===== config.mk =====
export PLATFORM = sky130hd
export DESIGN_NAME = pclk_divider
export DESIGN_NICKNAME = d
export VERILOG_FILES = /design/src/rtl/pclkdiv_pkg.sv /design/src/rtl/pclkdiv_ctrl.sv /design/src/rtl/pclkdiv_path.sv /design/src/rtl/pclk_divider.sv
export SDC_FILE = /design/constraint.sdc
export NUM_CORES = 1
export LEC_CHECK = 0
export BUFFER_PORTS_ARGS = -buffer_cell sky130_fd_sc_hd__buf_2
export CAP_MARGIN = 20
export CORE_ASPECT_RATIO = 1.1
export CORE_UTILIZATION = 30
export DETAILED_ROUTE_END_ITERATION = 10
export SLEW_MARGIN = 20
export SYNTH_ARGS = -nofsm -noshare
export SYNTH_HDL_FRONTEND = slang
export SYNTH_HIERARCHICAL = 1
export SYNTH_SLANG_ARGS = --single-unit

===== constraint.sdc =====
create_clock -name clk -period 5.5 [get_ports clk]
set_clock_uncertainty 0.05 [all_clocks]
set_input_delay 1.1 -clock clk [delete_from_list [all_inputs] [get_ports clk]]
set_output_delay 1.1 -clock clk [all_outputs]
set_load 0.05 [all_outputs]

===== src/rtl/pclkdiv_pkg.sv =====
`timescale 1ns/1ps
package pclkdiv_pkg;

  // Word addresses of the register port
  localparam logic CTRL_WORD = 1'b0;
  localparam logic DIV_WORD  = 1'b1;

  // Bit positions inside the control word and divisor word
  localparam int ENABLE_BIT = 4;
  localparam int BUSY_BIT   = 7;
  localparam int DIV_LSB    = 12;

  // Strobes from the control side to the datapath
  typedef struct packed {
    logic runOn;     // output pulses allowed
    logic cntClear;  // hold the period counter at zero
  } divStrobe_t;

endpackage


===== src/rtl/pclkdiv_ctrl.sv =====
`timescale 1ns/1ps
module pclkdiv_ctrl
  import pclkdiv_pkg::*;
#(
  parameter int          DATA_W  = 32,
  parameter int          PWD_W   = 8,
  parameter logic [7:0]  PWD_VAL = 8'hA5,
  parameter int          DIV_W   = 12,
  parameter int          SRC_W   = 2
) (
  input  logic              clk,
  input  logic              rst,
  input  logic              regWe,
  input  logic              regAddr,
  input  logic [DATA_W-1:0] regWdata,
  output logic [DATA_W-1:0] regRdata,
  input  logic              periodEnd,
  output divStrobe_t        strobe,
  output logic [SRC_W-1:0]  srcSel,
  output logic [DIV_W-1:0]  divVal,
  output logic              enableQ,
  output logic              busy
);

  localparam int PWD_LSB = DATA_W - PWD_W;

  logic pwdOk;
  logic ctrlWr;
  logic divWr;
  logic running;
  logic unusedWdata;

  assign pwdOk  = (regWdata[PWD_LSB +: PWD_W] == PWD_VAL[PWD_W-1:0]);
  assign ctrlWr = regWe && pwdOk && (regAddr == CTRL_WORD);
  assign divWr  = regWe && pwdOk && (regAddr == DIV_WORD);
  assign busy   = enableQ | running;
  assign unusedWdata = ^regWdata;

  // Software-visible fields
  always_ff @(posedge clk) begin
    if (rst) begin
      enableQ <= 1'b0;
      srcSel  <= '0;
      divVal  <= DIV_W'(1);
    end else begin
      if (ctrlWr) begin
        enableQ <= regWdata[ENABLE_BIT];
        if (!busy) srcSel <= regWdata[SRC_W-1:0];
      end
      if (divWr && !busy) divVal <= regWdata[DIV_LSB +: DIV_W];
    end
  end

  // Run state: starts one cycle after enable, stops only at a period end
  always_ff @(posedge clk) begin
    if (rst) begin
      running <= 1'b0;
    end else if (!running) begin
      running <= enableQ;
    end else if (!enableQ && periodEnd) begin
      running <= 1'b0;
    end
  end

  always_comb begin
    strobe.runOn    = running;
    strobe.cntClear = !running;
  end

  always_comb begin
    regRdata = '0;
    if (regAddr == CTRL_WORD) begin
      regRdata[BUSY_BIT]    = busy;
      regRdata[ENABLE_BIT]  = enableQ;
      regRdata[SRC_W-1:0]   = srcSel;
    end else begin
      regRdata[DIV_LSB +: DIV_W] = divVal;
    end
  end

endmodule


===== src/rtl/pclkdiv_path.sv =====
`timescale 1ns/1ps
module pclkdiv_path
  import pclkdiv_pkg::*;
#(
  parameter int NUM_SRC = 4,
  parameter int SRC_W   = 2,
  parameter int DIV_W   = 12
) (
  input  logic               clk,
  input  logic               rst,
  input  logic [NUM_SRC-1:0] srcEn,
  input  logic [SRC_W-1:0]   srcSel,
  input  logic [DIV_W-1:0]   divVal,
  input  divStrobe_t         strobe,
  output logic               periodEnd,
  output logic               clkEnOut
);

  logic             tick;
  logic [DIV_W-1:0] lastCnt;
  logic [DIV_W-1:0] cnt;

  // Source selection; out-of-range selector yields no ticks
  always_comb begin
    tick = 1'b0;
    for (int i = 0; i < NUM_SRC; i++) begin
      if (int'(srcSel) == i) tick = srcEn[i];
    end
  end

  // Divisors 0 and 1 both mean one tick per period
  assign lastCnt   = (divVal < DIV_W'(2)) ? '0 : divVal - DIV_W'(1);
  assign periodEnd = tick && (cnt == lastCnt);
  assign clkEnOut  = strobe.runOn && periodEnd;

  always_ff @(posedge clk) begin
    if (rst || strobe.cntClear) begin
      cnt <= '0;
    end else if (tick) begin
      cnt <= periodEnd ? '0 : cnt + DIV_W'(1);
    end
  end

endmodule


===== src/rtl/pclk_divider.sv =====
`timescale 1ns/1ps
module pclk_divider
  import pclkdiv_pkg::*;
#(
  parameter int         NUM_SRC = 4,
  parameter int         DIV_W   = 12,
  parameter int         DATA_W  = 32,
  parameter int         PWD_W   = 8,
  parameter logic [7:0] PWD_VAL = 8'hA5
) (
  input  logic               clk,
  input  logic               rst,
  input  logic               regWe,
  input  logic               regAddr,
  input  logic [DATA_W-1:0]  regWdata,
  output logic [DATA_W-1:0]  regRdata,
  input  logic [NUM_SRC-1:0] srcEn,
  output logic               clkEnOut
);

  localparam int SRC_W = (NUM_SRC > 1) ? $clog2(NUM_SRC) : 1;

  divStrobe_t       strobe;
  logic             periodEnd;
  logic [SRC_W-1:0] srcSel;
  logic [DIV_W-1:0] divVal;
  logic             enableQ;
  logic             busy;

  pclkdiv_ctrl #(
    .DATA_W (DATA_W),
    .PWD_W  (PWD_W),
    .PWD_VAL(PWD_VAL),
    .DIV_W  (DIV_W),
    .SRC_W  (SRC_W)
  ) u_ctrl (
    .clk      (clk),
    .rst      (rst),
    .regWe    (regWe),
    .regAddr  (regAddr),
    .regWdata (regWdata),
    .regRdata (regRdata),
    .periodEnd(periodEnd),
    .strobe   (strobe),
    .srcSel   (srcSel),
    .divVal   (divVal),
    .enableQ  (enableQ),
    .busy     (busy)
  );

  pclkdiv_path #(
    .NUM_SRC(NUM_SRC),
    .SRC_W  (SRC_W),
    .DIV_W  (DIV_W)
  ) u_path (
    .clk      (clk),
    .rst      (rst),
    .srcEn    (srcEn),
    .srcSel   (srcSel),
    .divVal   (divVal),
    .strobe   (strobe),
    .periodEnd(periodEnd),
    .clkEnOut (clkEnOut)
  );

endmodule


# --- Word-level counts from Yosys, hierarchy flattened ---
# Cells that the tools add are included.
classes:
  n_addsub: 2
  n_lt_le_gt_ge: 1
  eq_ne: 5
  mux: 12
  n_bitwise: 3
  reduce_logical: 13
ops:
  columns: ["op", "count"]
  rows:
  - ["two-way mux 12 bit", 3]
  - ["adder 12 x 1 -> 12 bit, second input constant", 1]
  - ["equality test 12 bit", 1]
  - ["< comparator 12 x 2 -> 1 bit, second input constant", 1]
  - ["subtractor 12 x 1 -> 12 bit, second input constant", 1]
  - ["equality test 8 bit, second input constant", 1]
  - ["two-way mux 1 bit", 8]
  - ["logical AND 1 bit", 7]
  - ["equality test 2 bit, second input constant", 2]
  - ["zero test 1 bit", 3]
  - ["equality test 2 x 1 -> 1 bit, second input constant", 1]
  - ["zero test 2 bit", 1]
  - ["two-way mux 2 bit", 1]
  - ["NOT 1 bit", 2]
  - ["AND reduction 2 bit", 1]
  - ["logical OR 1 bit", 1]
  - ["OR 1 bit", 1]
word_totals:
  ff_bits: 28
  inputBits: 40
  output_inout_bits: 33

# --- Logic depth before layout (Yosys ltp) ---
depth:
  word_depth: 9
  depth_mapped: 11

# --- By module ---
# Netlist, hierarchy kept.
by_module_without_submodules:
  columns: ["module", "n_inst", "cells_each", "area_each_um2", "seq_area_each_um2"]
  rows:
  - ["pclkdiv_path", 1, 146, 1112.3, 240.2]
  - ["pclkdiv_ctrl", 1, 112, 1032.2, 320.3]

# --- Least setup slack after synthesis ---
# OpenSTA, ideal clock, no wires.
synth_path:
  kind: "input-to-output"
  startpoint: "in srcEn[2]"
  endpoint: "out clkEnOut"
  t_arrival_ns: 2.628
  required_time_ns: 4.350
  slack_ns: 1.722
  stages: 7
  path_cell_list: "mux4_2 -> inv_1 -> a221oi_1 -> o21ai_0 -> nor4_1 -> and3_1 -> and2_1"
synth_between:
  elab_chain_len: 4
synth_lines:
  columns: ["element", "line_no", "source"]
  rows:
  - ["from (decl)", "pclk_divider.sv:17", "input logic [NUM_SRC-1:0] srcEn,"]
  - ["two-way mux 1 bit (2 in series)", "pclkdiv_path.sv:27", "if (int'(srcSel) == i) tick = srcEn[i];"]
  - ["logical AND 1 bit", "pclkdiv_path.sv:33", "assign periodEnd = tick && (cnt == lastCnt);"]
  - ["net periodEnd", "pclk_divider.sv:24", "logic periodEnd;"]
  - ["logical AND 1 bit", "pclkdiv_path.sv:34", "assign clkEnOut = strobe.runOn && periodEnd;"]
  - ["to (decl)", "pclk_divider.sv:18", "output logic clkEnOut"]
# The timed path passes the listed nets, and every way through them passes these cells.

# --- Worst setup path after layout ---
layout_path:
  startpoint: "reg u_ctrl.divVal[0]"
  endpoint: "out clkEnOut"
layout_between:
  elab_chain_len: 5
  elab_cells_between_ends: 6
  cone_classes: "1 x add/sub; 1 x order compare; 1 x eq/ne; 1 x mux; 2 x reduce/logical"
layout_lines:
  columns: ["element", "line_no", "source"]
  rows:
  - ["from (decl)", "pclkdiv_ctrl.sv:20", "output logic [DIV_W-1:0] divVal,"]
  - ["from (signal assigned)", "pclkdiv_ctrl.sv:50", "if (divWr && !busy) divVal <= regWdata[DIV_LSB +: DIV_W];"]
  - ["subtractor 12 x 1 -> 12 bit / < comparator 12 x 2 -> 1 bit (equally long branches)", "pclkdiv_path.sv:32", "assign lastCnt = (divVal < DIV_W'(2)) ? '0 : divVal - DIV_W'(1);"]
  - ["two-way mux 12 bit (*)", "pclkdiv_path.sv:32", null]
  - ["equality test 12 bit (*)", "pclkdiv_path.sv:33", null]
  - ["logical AND 1 bit (*)", "pclkdiv_path.sv:33", null]
  - ["net periodEnd", "pclk_divider.sv:24", null]
  - ["logical AND 1 bit (*)", "pclkdiv_path.sv:34", null]
# Mark *: on every way through the listed nets, which the timed path passes. The rest lies on a longest branch.

==> impl_metrics.env <==
export IMPL_status="complete, no violations"
export IMPL_arrival_ns=3.17
export IMPL_required_ns=4.35
export IMPL_num_antenna_cells=0
export IMPL_fp_dieArea_sq_um=7490
export IMPL_track_usage=0.130
export IMPL_die_w_um=82.6
export IMPL_hold_worst_slack_ns=0.462
export IMPL_grt_overflow=0
export IMPL_worstMarginPinSlew_ns=1.01
export IMPL_powerDensity_nw_per_um2=155
export IMPL_first_global_vias=1671
export IMPL_initial_core_util=0.318
export IMPL_cts_setup_buffers=0
export IMPL_vdd_drop_max_mv=0.0592
export IMPL_synth_flop_cell="dfxtp_1"
export IMPL_wirelength_um=4450
export IMPL_slew_headroom=0.324
export IMPL_setup_viol=0
export IMPL_synth_largest_area_cell="dfxtp_1"
export IMPL_placementRows=31
export IMPL_endpoint_kind="output port"
export IMPL_clock_sinks=28
export IMPL_firstDrtPassIters=4
export IMPL_cts_tree="yes"
export IMPL_slew_viol_final=0
export IMPL_power_switching_uw=102
export IMPL_cts_hold_buf=0
export IMPL_synthMostInstantiatedCell="dfxtp_1"
export IMPL_synth_edf_count=0
export IMPL_vias_per_cell=4.84
export IMPL_antenna_found_initial=0
export IMPL_grt_max_degree=33
export IMPL_synth_distinct_cells=56
export IMPL_power_internal_uw=268
export IMPL_synth_common_cells="dfxtp_1 (28), nand2b_1 (27), nor2_1 (21), buf_4 (18), mux2i_1 (16)"
export IMPL_htreeDepth=1
export IMPL_maxCapViolations=0
export IMPL_postRouteAntennaNets=0
export IMPL_final_layout_size_suffix_gt1_frac=0.214
export IMPL_synthArstFlopShare=0
export IMPL_final_util=0.354
export IMPL_core_sq_um=6750
export IMPL_cts_clk_slew_worst_paths_ns=0.09
export IMPL_power_frac_comb=0.145
export IMPL_cts_root_buf="clkbuf_8"
export IMPL_synth_area_sq_um=2140
export IMPL_yosysWarnings=6
export IMPL_ys_seq_elements=28
export IMPL_die_y_um=90.7
export IMPL_finalSetupTns_ns=0
export IMPL_clock_path_buffers=2
export IMPL_drc=0
export IMPL_min_period_ns=4.32
export IMPL_drtIter0Drc=42
export IMPL_seqPwrFrac=0.549
export IMPL_grt_pass1_wl_um=7820
export IMPL_critPathLaunchType="flip-flop"
export IMPL_vias=1820
export IMPL_crit_fanout=8
export IMPL_worst_setup_path_type="reg -> out"
export IMPL_pwr_share_clk=0.306
export IMPL_syn_avg_cell_area_sq_um=8.31
export IMPL_rsz0062_at_grt="false"
export IMPL_swShare=0.275
export IMPL_io_pins=73
export IMPL_netlist_top_cells_area="dfxtp_1 (26%), nand2b_1 (7.9%), mux2i_1 (7.5%)"
export IMPL_place_congestion=0.889
export IMPL_yosysSeqAreaShare=0.261
export IMPL_port_buffers=47
export IMPL_post_drt_wl_per_cell_um=11.8
export IMPL_numCtsBuffers=3
export IMPL_cts_resized_gates=0
export IMPL_holdCritPathClass="reg -> reg"
export IMPL_post_dp_hpwl_um=3440
export IMPL_max_freq_mhz=232
export IMPL_yosysTopAreaCellShare=0.261
export IMPL_nets=338
export IMPL_timing_final_crit_share=0.785
export IMPL_clk_insertion_delay_late_ns=0.27
export IMPL_postSynthCellCount=258
export IMPL_p_leak_nw=0.958
export IMPL_syn_to_final_growth_pct=11.4
export IMPL_hold_viol_final=0
[state kept, by name, indices dropped and copies added, names as in the netlist]
register / count
u_path/cnt: 12
u_ctrl/enableQ: 1
u_ctrl/srcSel: 2
u_ctrl/running: 1
u_ctrl/divVal: 12
[placed cells by master (no fill, tap or decap), drive strengths merged, types with 2 or more instances in the layout]
master	n
nor3	3
dfxtp	28
nand4	4
a21oi	5
nand2b	27
o31ai	3
inv	9
and3	3
or3	3
nand4bb	2
ha	2
and2	13
xnor2	2
o22ai	3
nand3	4
a211oi	2
mux2i	16
or2	2
or4b	2
xor2	11
nand3b	2
o31a	2
nor2	21
nor4	7
or4	6
nand2	11
o21ai	10
a2111oi	2
conb	16
o21bai	2
nor2b	6
buf	47
clkbuf	3
[logic make-up (layout without fill, tap and decap cells)]
| logic type | Yosys count | count (layout) | share of synthesized area |
|---|---|---|---|
| buffers and inverters | 38 | 59 | 0.105 |
| AOI/OAI and AO/OA | 36 | 36 | 0.122 |
| other | 1 | 16 | 0.00175 |
| xor gates and xnor gates | 13 | 13 | 0.0531 |
| DFF | 28 | 28 | 0.261 |
| and+or+nand+nor | 122 | 122 | 0.355 |
| muxes | 18 | 18 | 0.0904 |
| adders and majority gates | 2 | 2 | 0.0117 |
[routing by layer]
metal | routed length [um] | share of wire | global-route usage | vias up
met2 | 2140 | 0.48 | 0.215 | 46
met3 | 170 | 0.038 | 0.0141 | 6
met4 | 50 | 0.011 | 0.0302 | 0
li1 | - | - | - | 950
met1 | 2080 | 0.47 | 0.177 | 818
met5 | 0 | 0 | 0 | -
[worst max-delay path, stage by stage (launching register included)]
cell and delay (ns):
dfxtp_1 0.39, inv_1 0.09, ha_1 0.22, or3b_2 0.54
or4_1 0.46, a21oi_1 0.22, o21ai_0 0.11, nor4_1 0.25
and3_1 0.23, and2_1 0.13, buf_2 0.25
[final cells by class]
type                       count  area, sq um
fill                         732         4360
multi-input combinational    207         1420
sequential                    28          561
timing repair buffer          47          235
tap                           82          103
clock buffer                   3         41.3
inverter                       9         33.8
[through the flow]
step	worst slack, ns	cells	instance area [sq um]	total power [mW]
floorplan	1.72	273	2200	0.256
global placement	1.46	373	2350	0.261
detailed placement	1.50	373	2350	0.261
CTS	1.18	376	2390	0.375
global route	0.877	376	2390	0.384
finish	1.18	376	2390	0.369
[power by group through the flow]
| stage | Clock, mW | Sequential, mW | Combinational [mW] |
|---|---|---|---|
| after global routing | 0.123 | 0.203 | 0.0581 |
| after global placement | 0 | 0.207 | 0.0534 |
| after CTS | 0.119 | 0.203 | 0.0537 |
| after detailed placement | 0 | 0.207 | 0.0536 |
| final | 0.113 | 0.203 | 0.0535 |
| after floorplan | 0 | 0.207 | 0.0489 |
[worst paths after layout]
kind | slack [ns] | to | cells past startpoint | from
setup / recovery | 1.18 | clkEnOut | 10 | u_ctrl/divVal[0]$_SDFFE_PP1P_
hold / removal | 0.46 | u_ctrl/srcSel[1]$_SDFFE_PP0P_ | 2 | u_ctrl/srcSel[1]$_SDFFE_PP0P_
setup reg to reg | 2.38 | u_path/cnt[1]$_SDFFE_PP0P_ | 9 | u_ctrl/divVal[0]$_SDFFE_PP1P_
hold reg to reg | 0.46 | u_ctrl/srcSel[1]$_SDFFE_PP0P_ | 2 | u_ctrl/srcSel[1]$_SDFFE_PP0P_
Power figures use the tool's default switching activity.
